**src/rtl/exr_pkg.sv**
```systemverilog
package exr_pkg;
   typedef enum logic [2:0] {
      ST_IDLE    = 3'd0,
      ST_LD_RA   = 3'd1,
      ST_LD_REG  = 3'd2,
      ST_DRAIN   = 3'd3,
      ST_RELEASE = 3'd4
   } exr_state_e;
endpackage

```
**src/rtl/exr_addr_gen.sv**
```systemverilog
module exr_addr_gen #(
   parameter int AW         = 32,
   parameter int RW         = 5,
   parameter int SLOT_BYTES = 8
) (
   input  logic [AW-1:0] frame_base,
   input  logic [RW-1:0] reg_lo,
   input  logic [RW-1:0] reg_hi,
   input  logic [RW-1:0] reg_cur,
   input  logic          pick_ra,
   output logic [AW-1:0] slot_addr,
   output logic [AW-1:0] pop_len,
   output logic [AW-1:0] new_sp,
   output logic          span_empty
);
   localparam int SH = $clog2(SLOT_BYTES);
   localparam logic [AW-1:0] SLOT_W = AW'(SLOT_BYTES);

   if (AW <= RW + 1) begin : g_bad_aw
      $error("exr_addr_gen: AW must exceed RW+1");
   end

   logic [RW:0]   ord_n;
   logic [RW:0]   cnt_n;
   logic [AW-1:0] ord_w;
   logic [AW-1:0] cnt_w;
   logic [AW-1:0] ord_off;
   logic [AW-1:0] cnt_off;

   assign span_empty = reg_lo > reg_hi;
   assign ord_n      = pick_ra ? '0 : ({1'b0, reg_cur} - {1'b0, reg_lo} + 1'b1);
   assign cnt_n      = span_empty ? (RW+1)'(1) : ({1'b0, reg_hi} - {1'b0, reg_lo} + (RW+1)'(2));
   assign ord_w      = {{(AW-RW-1){1'b0}}, ord_n};
   assign cnt_w      = {{(AW-RW-1){1'b0}}, cnt_n};

   if ((1 << SH) == SLOT_BYTES) begin : g_shift
      assign ord_off = ord_w << SH;
      assign cnt_off = cnt_w << SH;
   end else begin : g_mult
      assign ord_off = ord_w * SLOT_W;
      assign cnt_off = cnt_w * SLOT_W;
   end

   assign slot_addr = frame_base + ord_off;
   assign pop_len   = cnt_off;
   assign new_sp    = frame_base + cnt_off;
endmodule

```
**src/rtl/exr_fsm.sv**
```systemverilog
module exr_fsm
   import exr_pkg::*;
#(
   parameter int AW = 32,
   parameter int DW = 64,
   parameter int RW = 5
) (
   input  logic          clk,
   input  logic          rst_n,
   input  logic          exit_acc,
   input  logic [RW-1:0] exit_first,
   input  logic [RW-1:0] exit_last,
   input  logic [AW-1:0] exit_fp,
   input  logic [DW-1:0] mem_rd_data,
   input  logic [AW-1:0] slot_addr,
   input  logic          span_empty,
   output logic          busy,
   output logic          pick_ra,
   output logic [RW-1:0] cur_first,
   output logic [RW-1:0] cur_last,
   output logic [AW-1:0] cur_fp,
   output logic [RW-1:0] cur_idx,
   output logic          mem_rd_valid,
   output logic [AW-1:0] mem_rd_addr,
   output logic          ret_valid,
   output logic [AW-1:0] ret_addr,
   output logic          rf_we,
   output logic [RW-1:0] rf_waddr,
   output logic [DW-1:0] rf_wdata,
   output logic          release_now
);
   exr_state_e    state_q;
   logic [RW-1:0] first_q, last_q, idx_q;
   logic [AW-1:0] fp_q;
   logic          pend_v_q, pend_ra_q;
   logic [RW-1:0] pend_reg_q;
   logic          ra_seen_q;

   always_ff @(posedge clk) begin
      if (!rst_n) begin
         state_q    <= ST_IDLE;
         first_q    <= '0;
         last_q     <= '0;
         idx_q      <= '0;
         fp_q       <= '0;
         pend_v_q   <= 1'b0;
         pend_ra_q  <= 1'b0;
         pend_reg_q <= '0;
      end else begin
         case (state_q)
            ST_IDLE: begin
               pend_v_q <= 1'b0;
               if (exit_acc) begin
                  first_q <= exit_first;
                  last_q  <= exit_last;
                  idx_q   <= exit_first;
                  fp_q    <= exit_fp;
                  state_q <= ST_LD_RA;
               end
            end
            ST_LD_RA: begin
               pend_v_q  <= 1'b1;
               pend_ra_q <= 1'b1;
               state_q   <= span_empty ? ST_DRAIN : ST_LD_REG;
            end
            ST_LD_REG: begin
               pend_v_q   <= 1'b1;
               pend_ra_q  <= 1'b0;
               pend_reg_q <= idx_q;
               if (idx_q == last_q) state_q <= ST_DRAIN;
               else                 idx_q   <= idx_q + 1'b1;
            end
            ST_DRAIN: begin
               pend_v_q <= 1'b0;
               state_q  <= ST_RELEASE;
            end
            default: begin
               pend_v_q <= 1'b0;
               state_q  <= ST_IDLE;
            end
         endcase
      end
   end

   assign busy         = state_q != ST_IDLE;
   assign pick_ra      = state_q == ST_LD_RA;
   assign cur_first    = first_q;
   assign cur_last     = last_q;
   assign cur_fp       = fp_q;
   assign cur_idx      = idx_q;
   assign mem_rd_valid = (state_q == ST_LD_RA) || (state_q == ST_LD_REG);
   assign mem_rd_addr  = slot_addr;
   assign ret_valid    = pend_v_q && pend_ra_q;
   assign ret_addr     = mem_rd_data[AW-1:0];
   assign rf_we        = pend_v_q && !pend_ra_q;
   assign rf_waddr     = pend_reg_q;
   assign rf_wdata     = mem_rd_data;
   assign release_now  = state_q == ST_RELEASE;

   // tracks whether the return address has gone out in the current sequence
   always_ff @(posedge clk) begin
      if (!rst_n)          ra_seen_q <= 1'b0;
      else if (!busy)      ra_seen_q <= 1'b0;
      else if (ret_valid)  ra_seen_q <= 1'b1;
   end


   ra_before_reg_chk: assert property (@(posedge clk) disable iff (!rst_n)
      rf_we |-> ra_seen_q);

   ra_in_flight_chk: assert property (@(posedge clk) disable iff (!rst_n)
      ret_valid |-> busy);

   reg_ascend_chk: assert property (@(posedge clk) disable iff (!rst_n)
      (rf_we && $past(rf_we)) |-> (rf_waddr == $past(rf_waddr) + 1'b1));

   release_last_chk: assert property (@(posedge clk) disable iff (!rst_n)
      release_now |-> (!mem_rd_valid && !rf_we && !ret_valid));

   release_ends_chk: assert property (@(posedge clk) disable iff (!rst_n)
      release_now |=> !busy);

   start_reads_ra_chk: assert property (@(posedge clk) disable iff (!rst_n)
      $rose(busy) |-> (mem_rd_valid && mem_rd_addr == fp_q));
endmodule

```
**src/rtl/exr_shortcut.sv**
```systemverilog
module exr_shortcut #(
   parameter int AW  = 32,
   parameter int RW  = 5,
   parameter int WIN = 8
) (
   input  logic          clk,
   input  logic          rst_n,
   input  logic          arm,
   input  logic [RW-1:0] arm_first,
   input  logic [RW-1:0] arm_last,
   input  logic [AW-1:0] arm_fp,
   input  logic          exit_acc,
   input  logic          enter_acc,
   input  logic [RW-1:0] enter_first,
   input  logic [RW-1:0] enter_last,
   input  logic [AW-1:0] enter_fp,
   output logic          enter_skip,
   output logic          enter_save
);
   localparam int CW = $clog2(WIN + 1);
   localparam logic [CW-1:0] WIN_W = CW'(WIN);

   if (WIN < 1) begin : g_bad_win
      $error("exr_shortcut: WIN must be at least 1");
   end

   logic [CW-1:0] win_q;
   logic [RW-1:0] key_first_q, key_last_q;
   logic [AW-1:0] key_fp_q;
   logic          hit;
   logic          skip_q, save_q;

   assign hit = (win_q != '0) && (enter_first == key_first_q) &&
                (enter_last == key_last_q) && (enter_fp == key_fp_q);

   always_ff @(posedge clk) begin
      if (!rst_n) begin
         win_q       <= '0;
         key_first_q <= '0;
         key_last_q  <= '0;
         key_fp_q    <= '0;
         skip_q      <= 1'b0;
         save_q      <= 1'b0;
      end else begin
         skip_q <= enter_acc && hit;
         save_q <= enter_acc && !hit;
         if (arm) begin
            win_q       <= WIN_W;
            key_first_q <= arm_first;
            key_last_q  <= arm_last;
            key_fp_q    <= arm_fp;
         end else if (exit_acc || enter_acc) begin
            win_q <= '0;
         end else if (win_q != '0) begin
            win_q <= win_q - 1'b1;
         end
      end
   end

   assign enter_skip = skip_q;
   assign enter_save = save_q;


   one_verdict_chk: assert property (@(posedge clk) disable iff (!rst_n)
      $onehot0({enter_skip, enter_save}));

   window_closes_chk: assert property (@(posedge clk) disable iff (!rst_n)
      (enter_acc && !arm) |=> (win_q == '0));

   verdict_follows_acc_chk: assert property (@(posedge clk) disable iff (!rst_n)
      (enter_skip || enter_save) |-> $past(enter_acc));
endmodule

```
**src/rtl/exit_restore_seq.sv**
```systemverilog
module exit_restore_seq #(
   parameter int AW         = 32,
   parameter int DW         = 64,
   parameter int RW         = 5,
   parameter int SLOT_BYTES = 8,
   parameter int WIN        = 8
) (
   input  logic          clk,
   input  logic          rst_n,
   input  logic          exit_req,
   input  logic [RW-1:0] exit_first,
   input  logic [RW-1:0] exit_last,
   input  logic [AW-1:0] exit_fp,
   input  logic          enter_req,
   input  logic [RW-1:0] enter_first,
   input  logic [RW-1:0] enter_last,
   input  logic [AW-1:0] enter_fp,
   output logic          busy,
   output logic          mem_rd_valid,
   output logic [AW-1:0] mem_rd_addr,
   input  logic [DW-1:0] mem_rd_data,
   output logic          ret_valid,
   output logic [AW-1:0] ret_addr,
   output logic          rf_we,
   output logic [RW-1:0] rf_waddr,
   output logic [DW-1:0] rf_wdata,
   output logic          sp_we,
   output logic [AW-1:0] sp_wdata,
   output logic          discard_valid,
   output logic [AW-1:0] discard_base,
   output logic [AW-1:0] discard_len,
   output logic          enter_skip,
   output logic          enter_save
);
   if (DW < AW) begin : g_bad_dw
      $error("exit_restore_seq: DW must hold a return address");
   end

   logic          exit_acc, enter_acc;
   logic          pick_ra, span_empty, release_now;
   logic [RW-1:0] cur_first, cur_last, cur_idx;
   logic [AW-1:0] cur_fp, slot_addr, pop_len, new_sp;

   assign exit_acc  = exit_req && !busy;
   assign enter_acc = enter_req && !busy && !exit_req;

   exr_addr_gen #(.AW(AW), .RW(RW), .SLOT_BYTES(SLOT_BYTES)) u_addr (
      .frame_base (cur_fp),
      .reg_lo     (cur_first),
      .reg_hi     (cur_last),
      .reg_cur    (cur_idx),
      .pick_ra    (pick_ra),
      .slot_addr  (slot_addr),
      .pop_len    (pop_len),
      .new_sp     (new_sp),
      .span_empty (span_empty)
   );

   exr_fsm #(.AW(AW), .DW(DW), .RW(RW)) u_fsm (
      .clk          (clk),
      .rst_n        (rst_n),
      .exit_acc     (exit_acc),
      .exit_first   (exit_first),
      .exit_last    (exit_last),
      .exit_fp      (exit_fp),
      .mem_rd_data  (mem_rd_data),
      .slot_addr    (slot_addr),
      .span_empty   (span_empty),
      .busy         (busy),
      .pick_ra      (pick_ra),
      .cur_first    (cur_first),
      .cur_last     (cur_last),
      .cur_fp       (cur_fp),
      .cur_idx      (cur_idx),
      .mem_rd_valid (mem_rd_valid),
      .mem_rd_addr  (mem_rd_addr),
      .ret_valid    (ret_valid),
      .ret_addr     (ret_addr),
      .rf_we        (rf_we),
      .rf_waddr     (rf_waddr),
      .rf_wdata     (rf_wdata),
      .release_now  (release_now)
   );

   exr_shortcut #(.AW(AW), .RW(RW), .WIN(WIN)) u_short (
      .clk         (clk),
      .rst_n       (rst_n),
      .arm         (release_now),
      .arm_first   (cur_first),
      .arm_last    (cur_last),
      .arm_fp      (cur_fp),
      .exit_acc    (exit_acc),
      .enter_acc   (enter_acc),
      .enter_first (enter_first),
      .enter_last  (enter_last),
      .enter_fp    (enter_fp),
      .enter_skip  (enter_skip),
      .enter_save  (enter_save)
   );

   assign sp_we         = release_now;
   assign sp_wdata      = new_sp;
   assign discard_valid = release_now;
   assign discard_base  = cur_fp;
   assign discard_len   = pop_len;


   no_verdict_busy_chk: assert property (@(posedge clk) disable iff (!rst_n)
      (busy && $past(busy)) |-> !(enter_skip || enter_save));

   hint_with_sp_chk: assert property (@(posedge clk) disable iff (!rst_n)
      discard_valid |-> (sp_we && sp_wdata == discard_base + discard_len));
endmodule

```
**config.mk**
```make
export PLATFORM = sky130hd
export DESIGN_NAME = exit_restore_seq
export DESIGN_NICKNAME = d
export VERILOG_FILES = /design/src/rtl/exr_pkg.sv /design/src/rtl/exr_addr_gen.sv /design/src/rtl/exr_fsm.sv /design/src/rtl/exr_shortcut.sv /design/src/rtl/exit_restore_seq.sv
export SDC_FILE = /design/constraint.sdc
export NUM_CORES = 1
export LEC_CHECK = 0
export BUFFER_PORTS_ARGS = -buffer_cell sky130_fd_sc_hd__buf_2
export CAP_MARGIN = 10
export CORE_AREA = 5 5 149 151
export DETAILED_ROUTE_END_ITERATION = 10
export DIE_AREA = 0 0 154 156
export GPL_ROUTABILITY_DRIVEN = 0
export PLACE_DENSITY = 0.71
export REMOVE_ABC_BUFFERS = 1
export SETUP_SLACK_MARGIN = 0.05
export SYNTH_ARGS = -nofsm -noshare
export SYNTH_HDL_FRONTEND = slang
export SYNTH_HIERARCHICAL = 1
export SYNTH_SLANG_ARGS = --single-unit
```
**constraint.sdc**
```tcl
create_clock -name clk -period 3.4 [get_ports clk]
set_input_delay 0.17 -clock clk [delete_from_list [all_inputs] [get_ports clk]]
set_output_delay 0.17 -clock clk [all_outputs]
set_load 0.05 [all_outputs]
```
==> After elaboration in Yosys (flattened, before gate mapping) <==
Index checks and enable logic that the tools add are counted.
{ "totals": {"output_inout_bits": 237, "register_bits": 105, "wordCells": 77} }
{ "classes": {"reduce_logical": 27, "bitwise": 1, "muxes": 14, "n_eq_ne": 11, "add_sub_neg": 8, "magnitude_cmp": 1} }
{ "ops": {"columns": ["cell", "count"], "rows": [
  ["adder 32 x 9 -> 32 bit", 2],
  ["equality test 32 bit", 1],
  ["equality test 5 bit", 3],
  ["2-to-1 mux 4 bit", 3],
  ["2-to-1 mux 6 bit", 2],
  ["one-hot mux 3 bit (4 select lines)", 1],
  ["subtractor 5 x 5 -> 6 bit", 2],
  ["logical AND 1 bit", 10],
  ["2-to-1 mux 5 bit", 2],
  ["one-hot mux 5 bit (2 select lines)", 1],
  ["adder 6 x 1 -> 6 bit, second input constant", 1],
  ["adder 6 x 2 -> 6 bit, second input constant", 1],
  ["equality test 3 x 2 -> 1 bit, second input constant", 2],
  ["2-to-1 mux 3 bit", 2],
  ["nonzero test 3 bit", 2],
  ["adder 5 x 1 -> 5 bit, second input constant", 1],
  ["greater-than comparator 5 bit", 1],
  ["logical NOT 1 bit", 4],
  ["!= test 2 x 1 -> 1 bit, second input constant", 2],
  ["AND reduction 2 bit", 2],
  ["nonzero test 2 bit", 2],
  ["nonzero test 4 bit", 1],
  ["subtractor 4 x 1 -> 4 bit, second input constant", 1],
  ["equality test 3 x 1 -> 1 bit, second input constant", 1],
  ["10 further kinds", 12]
]} }

==> Logic depth before layout (Yosys ltp) <==
{ "depth": {"depth_word": 7, "depth_mapped": 16, "mapped_depth_nobuf": 15} }

==> Modules after synthesis <==
Netlist, hierarchy kept.
{ "by_module_without_submodules": {"columns": ["module", "instances", "area_per_inst_um2", "cells_each"], "rows": [
  ["exr_fsm", 1, 3233.1, 414],
  ["exr_shortcut", 1, 2294.7, 218],
  ["exr_addr_gen", 1, 2203.4, 296],
  ["exit_restore_seq", 1, 26.3, 3]
]} }

==> Least setup slack after synthesis <==
OpenSTA, ideal clock, no wires.
{ "synth_path": {"kind": "register -> output", "from": "register u_fsm.first_q[2], in the netlist u_fsm/cur_first[2]", "to": "output port sp_wdata[27]", "arrival_ns": 4.452, "required_ns": 3.230, "slack_ns": -1.222, "path_stages_with_launch": 13, "cell_sequence": "dfxtp_1 -> inv_1 -> ha_1 -> and4_1 -> a221oi_1 -> o21ai_0 -> ha_1 -> fa_1 -> a21oi_1 -> o22ai_1 -> nor2b_1 -> nand2_1 -> xnor2_1"} }
{ "synth_via": {"word_cells_on_any_way": 5, "classes_between": "add/sub (3); order compare (1); mux (1)"} }
{ "synth_lines": {"columns": ["element", "line", "rtl"], "rows": [
  ["start: declaration", "exr_fsm.sv:33", "logic [RW-1:0] first_q, last_q, idx_q;"],
  ["start signal: assignment", "exr_fsm.sv:54", "first_q <= exit_first;"],
  ["greater-than comparator 5 bit", "exr_addr_gen.sv:30", "assign span_empty = reg_lo > reg_hi;"],
  ["2-to-1 mux 6 bit", "exr_addr_gen.sv:32", "assign cnt_n = span_empty ? (RW+1)'(1) : ({1'b0, reg_hi} - {1'b0, reg_lo} + (RW+1)'(2));"],
  ["named net discard_len[3]", "exit_restore_seq.sv:31", "output logic [AW-1:0] discard_len,"],
  ["adder 32 x 9 -> 32 bit", "exr_addr_gen.sv:46", "assign new_sp = frame_base + cnt_off;"],
  ["end: declaration", "exit_restore_seq.sv:28", "output logic [AW-1:0] sp_wdata,"]
]} }
The timed path passes the listed nets, and every way through them passes these cells.

==> Worst setup path after layout <==
{ "layout_path": {"from": "register u_fsm.last_q[1], in the netlist u_fsm/cur_last[1]", "to": "output port sp_wdata[10]"} }
{ "layout_via": {"elab_chain_len": 4, "word_cells_on_any_way": 5, "classes_between": "add/sub (3); order compare (1); mux (1)"} }
{ "layout_rtl": {"columns": ["element", "line", "rtl"], "rows": [
  ["start: declaration", "exr_fsm.sv:33", null],
  ["start signal: assignment", "exr_fsm.sv:55", "last_q <= exit_last;"],
  ["subtractor 5 x 5 -> 6 bit", "exr_addr_gen.sv:32", null],
  ["adder 6 x 2 -> 6 bit", "exr_addr_gen.sv:32", null],
  ["2-to-1 mux 6 bit *", "exr_addr_gen.sv:32", null],
  ["adder 32 x 9 -> 32 bit *", "exr_addr_gen.sv:46", null]
]} }
Every way passes the cells marked *; elsewhere a longest branch is shown, timed or not.

==> out/metrics.csv <==
metric;value;unit
n_diodes;0;
CTS tree;yes;
actual slew at the worst max-slew pin;1.086;ns
Worst-path clk slew;0.07;ns
Yosys cell types;59;
initial antenna violation count;0;
worst skew pair latency;0.35;ns
starting density of the core;37.49;%
vias per cell;5.174;
crit share post-route;112.1;%
setup violators final;47;
Synth top area share;27.10;%
WP buf/inv;6;
status;finished with violations;
final hold violations;0;
Hold WC Path Type;input port to flip-flop;
most common cell in the netlist;buf_4;
Final WS setup;-0.4122;ns
Nets;1250;
core area;20690;µm²
cts bufs inserted;9;
# rows;53;
die height;156;µm
post-route minimum period;3.812;ns
hold_ws;0.05132;ns
routed vias;6917;
EDFF count, synth;0;
largest cells by area after synthesis;dfxtp_1 (27%), buf_4 (16%), nand2_1 (6.7%), xnor2_1 (6.2%), xor2_1 (6.2%);
crit path DAT;3.64;ns
drt total wl;32540;µm
crit path max-delay cell type;fa_2;
Startpoint Class;flip-flop;
critical path class;flip-flop to output pin;
Mean Syn Cell Area;8.332;µm²
sequential cell area fraction in the yosys report;27.10;%
post-route cell area;9864;µm²
Synth top cells by count;buf_4 (168), nand2_1 (139), dfxtp_1 (105);
Total GRT Usage;25.16;%
CP max FO;5;
slew margin rel.;27.03;%
Pre-antenna DRT Iters;5;
critical path's top delay family;adder cells;
Final Total Pwr;11030;µW
hold_buf cts;0;
Peak Freq;262.3;MHz
largest net degree at the start of global routing;34;
layout cells sized above 1;41.62;%
fin. max-slew vios;0;
RSZ-0062 raised after global routing;yes;
drt wl/cell;24.34;µm
Die W;154;µm
CP Data Required Time;3.23;ns
Worst VDD drop;0.001748;V
drc violations;0;
synthesis-to-finish area growth;27.16;%
Die ar.;24020;µm²
crit-path max cell delay;0.53;ns
Yosys reg bits;105;
global-route wire length before repair;44750;µm
H-tree depth;3;
detailed placer's ending HPWL;24330;µm
ys async rst share;0;%
crit-path cells;inv_2, ha_4, fa_2, inv_2, a21o_1, a21oi_2, xor2_2, nor2_4, ha_4, buf_6, o211a_1, o21ai_2, a21oi_2, buf_4, buf_8, nand2_2, xnor2_1, buf_4;
I/O pins;389;
Leak;0.004486;µW
Clock Tree Root;clkbuf_16;
failing checks;negative setup slack;
drt first-iter violations;498;
clock sinks;105;
ANT nets after route;0;
synth warn;6;
placed cell area;8273;µm²
Max Cap Viol;0;
area leader, netlist;dfxtp_1;
number of port buffers;202;
vias in the first global route;6577;
clock buffer depth;2;
Power Density;1118;nW/µm²
Layout Skew;0.007180;ns
Cells after Synth;931;
Setup crit end kind;output pin;
Top FF cell, synth;dfxtp_1;
Synth Cell Area;7757;µm²
GRT Residual Overflow;0;
==> path summary, 6_finish.rpt <==
| kind | from | end | slack (ns) | cells after the start |
|---|---|---|---|---|
| max reg2reg | u_fsm/state_q[0]$_SDFFE_PN0P_ | u_fsm/cur_idx[1]$_SDFFE_PN0P_ | 0.60 | 8 |
| min reg2reg | u_fsm/rf_waddr[3]$_SDFFE_PN0N_ | u_fsm/rf_waddr[3]$_SDFFE_PN0N_ | 0.45 | 2 |
| max | u_fsm/cur_last[1]$_SDFFE_PN0P_ | sp_wdata[10] | -0.41 | 18 |
| min | exit_fp[19] | u_fsm/cur_fp[19]$_SDFFE_PN0P_ | 0.05 | 3 |
==> where the power goes <==
part	total (µW)	switching, µW	internal [µW]	leakage, µW
sequential	1780	355	1420	0.000854
clock	1140	487	650	0.000151
combinational	8110	5110	3000	0.00348
total	11000	5950	5070	0.00449
==> area by class of cell <==
type                       count  area [µm²]
multi-input combinational    622        4996
inverter                      26       100.1
sequential                   105        2110
clock buffer                  10       229.0
clock inverter                 6       91.34
timing repair buffer         293        1994
fill                        1931       10830
tap                          275       344.1
==> per-stage QoR <==
step	setup TNS, ns	cells	setup slack [ns]	util, %
after global placement	-2.946	1294	-0.2442	39.99
after floorplan	-245.54	753	-4.575	-
after global routing	-17.60	1337	-0.5568	47.68
after detailed placement	-6.102	1294	-0.3326	39.99
final	-11.42	1337	-0.4122	47.68
after CTS	-10.53	1325	-0.3570	44.92
==> kinds of logic (layout without fill, tap and decap cells) <==
| group | Yosys count | count (layout) | share of synthesized area (%) |
|---|---|---|---|
| multiplexers | 44 | 44 | 5.677 |
| flip-flops | 105 | 105 | 27.10 |
| other | 1 | 26 | 0.04834 |
| adder cells (fa/ha/maj) | 41 | 41 | 7.097 |
| AO/OA/AOI/OAI | 105 | 105 | 8.323 |
| XOR/XNOR | 110 | 110 | 12.42 |
| AND/OR/NAND/NOR | 296 | 296 | 19.79 |
| buffers and inverters | 229 | 335 | 19.55 |
==> flip-flops by register name, summed over array words and instances, names as in the netlist <==
signal	flops
u_short/enter_save	1
u_short/key_fp_q	32
u_fsm/cur_idx	5
u_fsm/rf_waddr	5
u_fsm/pend_ra_q	1
u_fsm/cur_last	5
u_fsm/pend_v_q	1
u_short/key_last_q	5
u_short/key_first_q	5
u_fsm/state_q	3
u_fsm/cur_fp	32
u_fsm/cur_first	5
u_short/enter_skip	1
u_short/win_q	4
==> routing by layer <==
metal / up-vias / wire length (µm) / global-route usage [%] / part of all wire, %
met5: - / 276 / 8.532 / 0.85
met4: 8 / 500 / 5.004 / 1.5
met3: 49 / 5484 / 18.09 / 17
met2: 500 / 13890 / 36.67 / 43
met1: 3225 / 12380 / 29.64 / 38
li1: 3135 / - / - / -
==> repair_timing <==
item | CTS | global route
pin swaps | 53 | 43
gates resized for setup | 159 | 101
gates cloned | 2 | 0
setup buffers | 13 | 14
endpoints found under the setup margin | 51 | 50
==> cell usage in the layout (no fill, tap or decap), types with 19 or more instances in the layout <==
cell	count
a21oi_1	54
buf_2	151
buf_4	98
buf_6	42
conb_1	26
dfxtp_1	101
ha_1	21
inv_1	19
mux2i_1	44
nand2_1	115
nor2b_1	47
xnor2_1	29
xnor2_2	26
xor2_1	51
==> worst min-delay path, cell delays in order <==
cell and delay, ns:
buf_2 0.09, nand2_1 0.04, a21oi_1 0.05
Power figures use the tool's default switching activity.
